--- src/rtl/magcmp_pkg.sv ---
package magcmp_pkg;
    localparam int NIB_W = 4;

    typedef struct packed {
        logic gt;
        logic lt;
        logic eq;
    } rel_t;
endpackage

--- src/rtl/mag_scan.sv ---
module mag_scan
    import magcmp_pkg::*;
#(
    parameter int W = NIB_W
) (
    input  logic [W-1:0] a_i,
    input  logic [W-1:0] b_i,
    output logic         gt_o,
    output logic         lt_o,
    output logic         tie_o
);
    logic same_above;

    // Walk from the top bit down; the first mismatch wins.
    always_comb begin
        same_above = 1'b1;
        gt_o       = 1'b0;
        lt_o       = 1'b0;
        for (int i = W - 1; i >= 0; i--) begin
            if (same_above) begin
                if (a_i[i] & ~b_i[i]) gt_o = 1'b1;
                if (~a_i[i] & b_i[i]) lt_o = 1'b1;
            end
            same_above = same_above & (a_i[i] == b_i[i]);
        end
        tie_o = same_above;
    end
endmodule

--- src/rtl/casc_merge.sv ---
module casc_merge
    import magcmp_pkg::*;
(
    input  logic local_gt_i,
    input  logic local_lt_i,
    input  logic local_tie_i,
    input  rel_t below_i,
    output rel_t rel_o
);
    always_comb begin
        if (!local_tie_i) begin
            rel_o.gt = local_gt_i;
            rel_o.lt = local_lt_i;
            rel_o.eq = 1'b0;
        end else begin
            rel_o.gt = ~below_i.eq & ~below_i.lt;
            rel_o.lt = ~below_i.eq & ~below_i.gt;
            rel_o.eq = below_i.eq;
        end
    end
endmodule

--- src/rtl/magcmp_stage.sv ---
module magcmp_stage
    import magcmp_pkg::*;
(
    input  logic [NIB_W-1:0] a_nib_i,
    input  logic [NIB_W-1:0] b_nib_i,
    input  rel_t             below_i,
    output rel_t             rel_o
);
    logic s_gt, s_lt, s_tie;

    mag_scan #(.W(NIB_W)) u_scan (
        .a_i   (a_nib_i),
        .b_i   (b_nib_i),
        .gt_o  (s_gt),
        .lt_o  (s_lt),
        .tie_o (s_tie)
    );

    casc_merge u_merge (
        .local_gt_i  (s_gt),
        .local_lt_i  (s_lt),
        .local_tie_i (s_tie),
        .below_i     (below_i),
        .rel_o       (rel_o)
    );
endmodule

--- src/rtl/magcmp_chain.sv ---
module magcmp_chain
    import magcmp_pkg::*;
#(
    parameter int STAGES = 2
) (
    input  logic [STAGES*4-1:0] a_word,
    input  logic [STAGES*4-1:0] b_word,
    input  logic                casc_gt_i,
    input  logic                casc_lt_i,
    input  logic                casc_eq_i,
    output logic                gt_o,
    output logic                lt_o,
    output logic                eq_o
);
    localparam int WORD_W = STAGES * NIB_W;

    for (genvar k = 0; k < STAGES; k++) begin : g_st
        rel_t cin;
        rel_t cout;
        if (k == 0) begin : g_first
            assign cin = '{gt: casc_gt_i, lt: casc_lt_i, eq: casc_eq_i};
        end else begin : g_next
            assign cin = g_st[k-1].cout;
        end
        magcmp_stage u_stage (
            .a_nib_i (a_word[k*NIB_W +: NIB_W]),
            .b_nib_i (b_word[k*NIB_W +: NIB_W]),
            .below_i (cin),
            .rel_o   (cout)
        );
    end

    assign gt_o = g_st[STAGES-1].cout.gt;
    assign lt_o = g_st[STAGES-1].cout.lt;
    assign eq_o = g_st[STAGES-1].cout.eq;

    initial begin
        if (WORD_W != $bits(a_word)) $error("word width mismatch");
    end
endmodule

--- config.mk ---
export PLATFORM = sky130hd
export DESIGN_NAME = magcmp_chain
export DESIGN_NICKNAME = d
export VERILOG_FILES = /design/src/rtl/magcmp_pkg.sv /design/src/rtl/mag_scan.sv /design/src/rtl/casc_merge.sv /design/src/rtl/magcmp_stage.sv /design/src/rtl/magcmp_chain.sv
export SDC_FILE = /design/constraint.sdc
export NUM_CORES = 1
export LEC_CHECK = 0
export ABC_AREA = 1
export BUFFER_PORTS_ARGS = -buffer_cell sky130_fd_sc_hd__buf_2
export CELL_PAD_IN_SITES_DETAIL_PLACEMENT = 2
export CELL_PAD_IN_SITES_GLOBAL_PLACEMENT = 2
export CORE_MARGIN = 1
export CORE_UTILIZATION = 27
export DETAILED_ROUTE_END_ITERATION = 8
export PLACE_DENSITY_LB_ADDON = 0.1
export SLEW_MARGIN = 0
export SYNTH_ARGS = -nofsm -noshare
export SYNTH_HDL_FRONTEND = slang
export SYNTH_SLANG_ARGS = --single-unit
export TNS_END_PERCENT = 30
--- constraint.sdc ---
create_clock -name vclk -period 1.51
set_input_delay 0.0755 -clock vclk [all_inputs]
set_output_delay 0.0755 -clock vclk [all_outputs]
set_load 0.005 [all_outputs]
==> flow_summary.json, run 1 <==
{
  "status": "complete, no violations",
  "slew_viol_final": 0,
  "ant_nets": 0,
  "synth_compound_area_share_pct": 1.970,
  "die_h_um": 45.38,
  "yosys-top-cells-area": "ha_1 (39%), inv_1 (18%), nand2_1 (13%), nor2_1 (7.4%), nand4_4 (4.2%)",
  "relSlewSlack_pct": 87.83,
  "synth-xor-area-share_pct": 0,
  "drtIter0Drc": 0,
  "path_buf_inv": 3,
  "grt_usage_pct": 11.83,
  "synth_simple_gate_area_share_pct": 40.15,
  "post_cts_buffers": 0,
  "synth_top_family_by_area": "simple AND/OR/NAND/NOR gates",
  "min_path_type": "input pin to output pin",
  "rsz0062_at_grt": "false",
  "nClkBuffers": 0,
  "end_kind": "output pin",
  "cts_resized": 0,
  "syn-instance-count": 82,
  "dpl.hpwl_mm": 1.033,
  "chipWidth_um": 45.38,
  "fin_area_um2": 649.4,
  "design.seq.count": 0,
  "critPathMaxStageDelay_ns": 0.37,
  "routed_wl_mm": 1.055,
  "synth_common_cells": "inv_1 (25), nand2_1 (17), ha_1 (16)",
  "crit_family": "simple AND/OR/NAND/NOR gates",
  "worstPathArrival_ns": 1.17,
  "layout-drive-gt1-share_pct": 27.88,
  "avgSynthCellArea_um2": 6.195,
  "finalSetupViolCount": 0,
  "io_buffers": 22,
  "place_area_um2": 649.4,
  "yosys.area.top_type_share_pct": 39.41,
  "min_from": "casc_eq_i",
  "yosysSeqAreaShare_pct": 0,
  "wl_per_cell_um": 8.178,
  "grt_pass1_wl_mm": 1.904,
  "yosysMostFrequentCell": "inv_1",
  "drcViolationCount": 0,
  "cts_hold_buf": 0,
  "worst-setup-path-type": "input pin to output pin",
  "rows": 15,
  "grt_max_degree": 6,
  "max_cap_viol_count": 0,
  "routabilityCongestion": 0.7133,
  "die_area_um2": 2059,
  "syn_area_um2": 508.0,
  "path_max_fanout": 4,
  "initial_core_util_pct": 29.10,
  "antenna_found_initial": 0,
  "antennaDiodeCount": 0,
  "num_vias": 537,
  "hold_viol_final": 0,
  "pwr_density_cell_nw_per_um2": 240.8,
  "ir_worst_vdd_mv": 0.06904,
  "worst_slew_pin_slew_ns": 0.1826,
  "coreArea_um2": 1745,
  "path_cells": "buf_2, inv_1, ha_1, nand2_2, nor2_2, nand2_1, nand2_1, nand2_1, nand2_1, nand2_1, buf_2",
  "via_per_inst": 4.163,
  "area_delta_synth_final_pct": 27.83,
  "min_delay_worst_endpoint": "eq_o",
  "grt_overflow_total": 0,
  "required_ns": 1.43,
  "synth_fp_nets": 117,
  "yosys.area.top_type": "ha_1",
  "ys_types": 15,
  "worstHoldPathCells": 3,
  "firstDrtPassIters": 1,
  "first_global_vias": 525,
  "yosysWarnings": 0,
  "seq_area_um2": 0,
  "finalCritPeriodShare_pct": 82.58,
  "tns_ns": 0,
  "critPathMostFrequentCell": "nand2_1",
  "synthMuxAreaShare_pct": 0,
  "start_kind": "input pin",
  "synthAdderAreaFrac_pct": 39.41,
  "fmax_mhz": 801.9,
  "fin_crit_ns": 1.247,
  "p_leak_nw": 0.4356,
  "critical_path.slowest_cell": "ha_1",
  "ios": 22,
  "fin_nets": 141
}
## where the power goes
group / leakage, nW / internal, mW / switching [mW]
logic: 0.436 / 0.0693 / 0.0871
registers: 0 / 0 / 0
clock network: 0 / 0 / 0
## layout make-up
class	instances	area (µm²)
Multi-Input combinational cell	57	414.1
Inverter	25	93.84
Timing Repair Buffer	22	110.1
Tap cell	25	31.28
Fill cell	235	1096
## metal layers
layer / track usage (%) / routed length [µm]
met1: 14.52 / 470
met2: 24.06 / 549
met3: 0 / 35
met4: 0 / 0
met5: 0 / 0
## through the flow
step	power (mW)	hold slack (ns)	utilization, %	std cells	setup WS, ns
final	0.1564	0.5137	37.20	129	0.2630
after global routing	0.1831	0.5324	37.20	129	0.1146
after CTS	0.1622	0.5252	37.20	129	0.2312
after detailed placement	0.1610	0.5243	37.20	129	0.2322
after global placement	0.1574	0.5109	37.20	129	0.2703
after floorplan	0.1027	0.2875	-	82	0.5478
## cell usage in the layout (no fill, tap or decap), types with 2 or more instances in the layout
| master | netlist | final |
|---|---|---|
| buf_2 | 0 | 22 |
| ha_1 | 16 | 16 |
| inv_1 | 25 | 25 |
| nand2_1 | 17 | 17 |
| nand2_2 | 2 | 2 |
| nand3_1 | 3 | 3 |
| nor2_1 | 10 | 10 |
## how the worst max path moves through the flow
| stage | end | startpoint | slack, ns | cells past startpoint |
|---|---|---|---|---|
| 6_report | lt_o | a_word[3] | 0.26 | 11 |
| 5_1_grt | gt_o | a_word[3] | 0.11 | 11 |
| 4_1_cts | lt_o | a_word[3] | 0.23 | 11 |
| 3_5_place_dp | lt_o | a_word[3] | 0.23 | 11 |
| 3_3_place_gp | lt_o | a_word[7] | 0.27 | 10 |
| 2_1_floorplan | gt_o | a_word[7] | 0.55 | 8 |
## cell families after synthesis
| kind of cell | count (synthesis) |
|---|---|
| adder cells (fa/ha/maj) | 16 |
| buffers and inverters | 25 |
| AO/OA/AOI/OAI | 2 |
| AND/OR/NAND/NOR | 39 |
No activity file was read; power rests on OpenSTA's default activity.
==> inputs of run 2 (changes only) <==
ABC_AREA = 0   (was 1)
CORE_UTILIZATION = 22   (was 27)
clock period = 1.1 ns   (was 1.51 ns; I/O delays follow)
==> run 2 against run 1 <==
  * The run now ends with negative setup slack left
  * First-iteration DRC count increased by 1
  * Total power rose by 96%
  * Global-route usage up 3.1 points
  * Cell area rose by 26%
  * Critical path type unchanged
  * Wire length is 34% higher
  * Combinational power increased by 97%
  * Flip-flop and latch count is the same
  * Highest routed layer unchanged
==> flow_summary.json, run 2 <==
{
  "violations": "negative setup slack",
  "total_power_uw": 306.9,
  "pwr_density_cell_nw_per_um2": 374.5,
  "start_kind": "input pin",
  "drtIter0Drc": 1,
  "antenna_found_initial": 0,
  "p_leak_nw": 0.4157,
  "yosysMostFrequentCell": "inv_1",
  "die_area_um2": 2066,
  "fin_crit_ns": 1.210,
  "rsz0062_at_grt": "true",
  "antennaDiodeCount": 0,
  "yosysWarnings": 0,
  "die_h_um": 45.46,
  "ir_worst_vdd_mv": 0.1458,
  "status": "finished with violations",
  "end_kind": "output pin",
  "place_worst_setup_slack_ns": -0.2420,
  "avgSynthCellArea_um2": 7.418,
  "worst_slew_pin_slew_ns": 0.2033,
  "dp_cells": 112,
  "required_ns": 1.04,
  "design.seq.count": 0,
  "fin_nets": 125,
  "mostFrequentLayoutCells": "inv_1 (17), buf_2 (16), ha_4 (8), ha_1 (8), buf_4 (8)",
  "worst-setup-path-type": "input pin to output pin",
  "yosys.area.top_type_share_pct": 48.19,
  "ios": 22,
  "yosys-top-cells-area": "ha_1 (48%), inv_1 (18%), o2111a_1 (5.4%), a21oi_1 (4.8%), o32a_1 (4.8%)",
  "hold_viol_final": 0,
  "worstPathArrival_ns": 1.16,
  "critPathMaxStageDelay_ns": 0.29,
  "coreArea_um2": 1745,
  "path_cells": "buf_6, inv_2, ha_4, nand2_2, o2111a_1, o32a_1, buf_2",
  "finalSetupViolCount": 3,
  "finalCritPeriodShare_pct": 110.0,
  "firstDrtPassIters": 2,
  "ant_nets": 0,
  "seq_area_um2": 0,
  "critical_path.slowest_cell": "ha_4",
  "instances_no_fill": 113,
  "drcViolationCount": 0,
  "yosys.area.top_type": "ha_1",
  "grt_pass1_wl_mm": 2.270,
  "cts_hold_buf": 0,
  "setup_ws_ns": -0.1104,
  "initial_core_util_pct": 23.80,
  "num_vias": 493,
  "via_per_inst": 4.363,
  "chipWidth_um": 45.46,
  "path_max_fanout": 3,
  "final_common_cell": "inv_1",
  "min_path_type": "input pin to output pin",
  "routabilityCongestion": 0.6587,
  "final_core_util_pct": 46.95,
  "slew_viol_final": 0,
  "wl_per_cell_um": 12.49,
  "layout-drive-gt1-share_pct": 55.68,
  "relSlewSlack_pct": 86.30,
  "syn-instance-count": 56,
  "io_buffers": 22,
  "first_global_vias": 532,
  "ys_types": 12,
  "rows": 15,
  "synth_common_cells": "inv_1 (20), ha_1 (16), a21oi_1 (4)",
  "routed_wl_mm": 1.411,
  "max_cap_viol_count": 0,
  "syn_area_um2": 415.4,
  "dpl.hpwl_mm": 1.028,
  "nClkBuffers": 0,
  "grt_max_degree": 6,
  "grt_overflow_total": 0,
  "fmax_mhz": 826.1,
  "synth_fp_nets": 91,
  "area_delta_synth_final_pct": 97.29,
  "n_fill_cell": 200,
  "grt_usage_pct": 14.89,
  "yosysSeqAreaShare_pct": 0
}
## run 2: final cells by class
cell class	instances	area (µm²)	area share [%]
Inverter	20	77.57	9.466
Multi-Input combinational cell	36	476.7	58.17
Tap cell	25	31.28	3.817
Timing Repair Buffer	32	234.0	28.55
## run 2: routing by layer
layer | up-vias | GRT usage (%) | share of wire (%)
met5 | - | 0 | 0
met4 | 0 | 0 | 0
met3 | 0 | 0.3968 | 3.0
met2 | 10 | 29.71 | 54
met1 | 231 | 18.33 | 43
li1 | 252 | - | -
## run 2: repair_timing
item                       4_1_cts  5_1_grt
buffers inserted                 1        0
pin swaps                       12        2
resized for setup               27        3
setup endpoints to repair        3        3
## run 2: where the power goes
| group | internal (mW) | total [mW] | switching (mW) |
|---|---|---|---|
| combinational | 0.173 | 0.307 | 0.134 |
| sequential | 0 | 0 | 0 |
| clock | 0 | 0 | 0 |
## run 2: per-stage QoR
| stage | cell area, µm² | TNS (ns) | hold WS, ns |
|---|---|---|---|
| final | 819.5 | -0.2430 | 0.4970 |
| after global routing | 819.5 | -0.4505 | 0.5256 |
| after CTS | 807.0 | -0.2256 | 0.4494 |
| after detailed placement | 636.9 | -0.5871 | 0.4311 |
| after global placement | 636.9 | -0.5658 | 0.4373 |
| after floorplan | 427.9 | 0 | 0.1869 |
## run 2: cell families (layout without fill, tap and decap cells)
| kind of cell | after synthesis | after routing | share of synthesized area, % |
|---|---|---|---|
| AO/OA/AOI/OAI | 12 | 12 | 21.69 |
| adder cells (fa/ha/maj) | 16 | 16 | 48.19 |
| buffers and inverters | 20 | 52 | 18.07 |
| AND/OR/NAND/NOR | 8 | 8 | 12.05 |
## run 2: path summary, 6_finish.rpt
kind,start,endpoint,cells past startpoint
worst min-delay path,casc_eq_i,eq_o,4
worst max-delay path,a_word[3],lt_o,7
## run 2: worst max-delay path: cells and delay by family
kind / cells / cell delay, ns
AO/OA/AOI/OAI: 2 / 0.52
adder cells (fa/ha/maj): 1 / 0.29
AND/OR/NAND/NOR: 1 / 0.06
buffers and inverters: 3 / 0.23
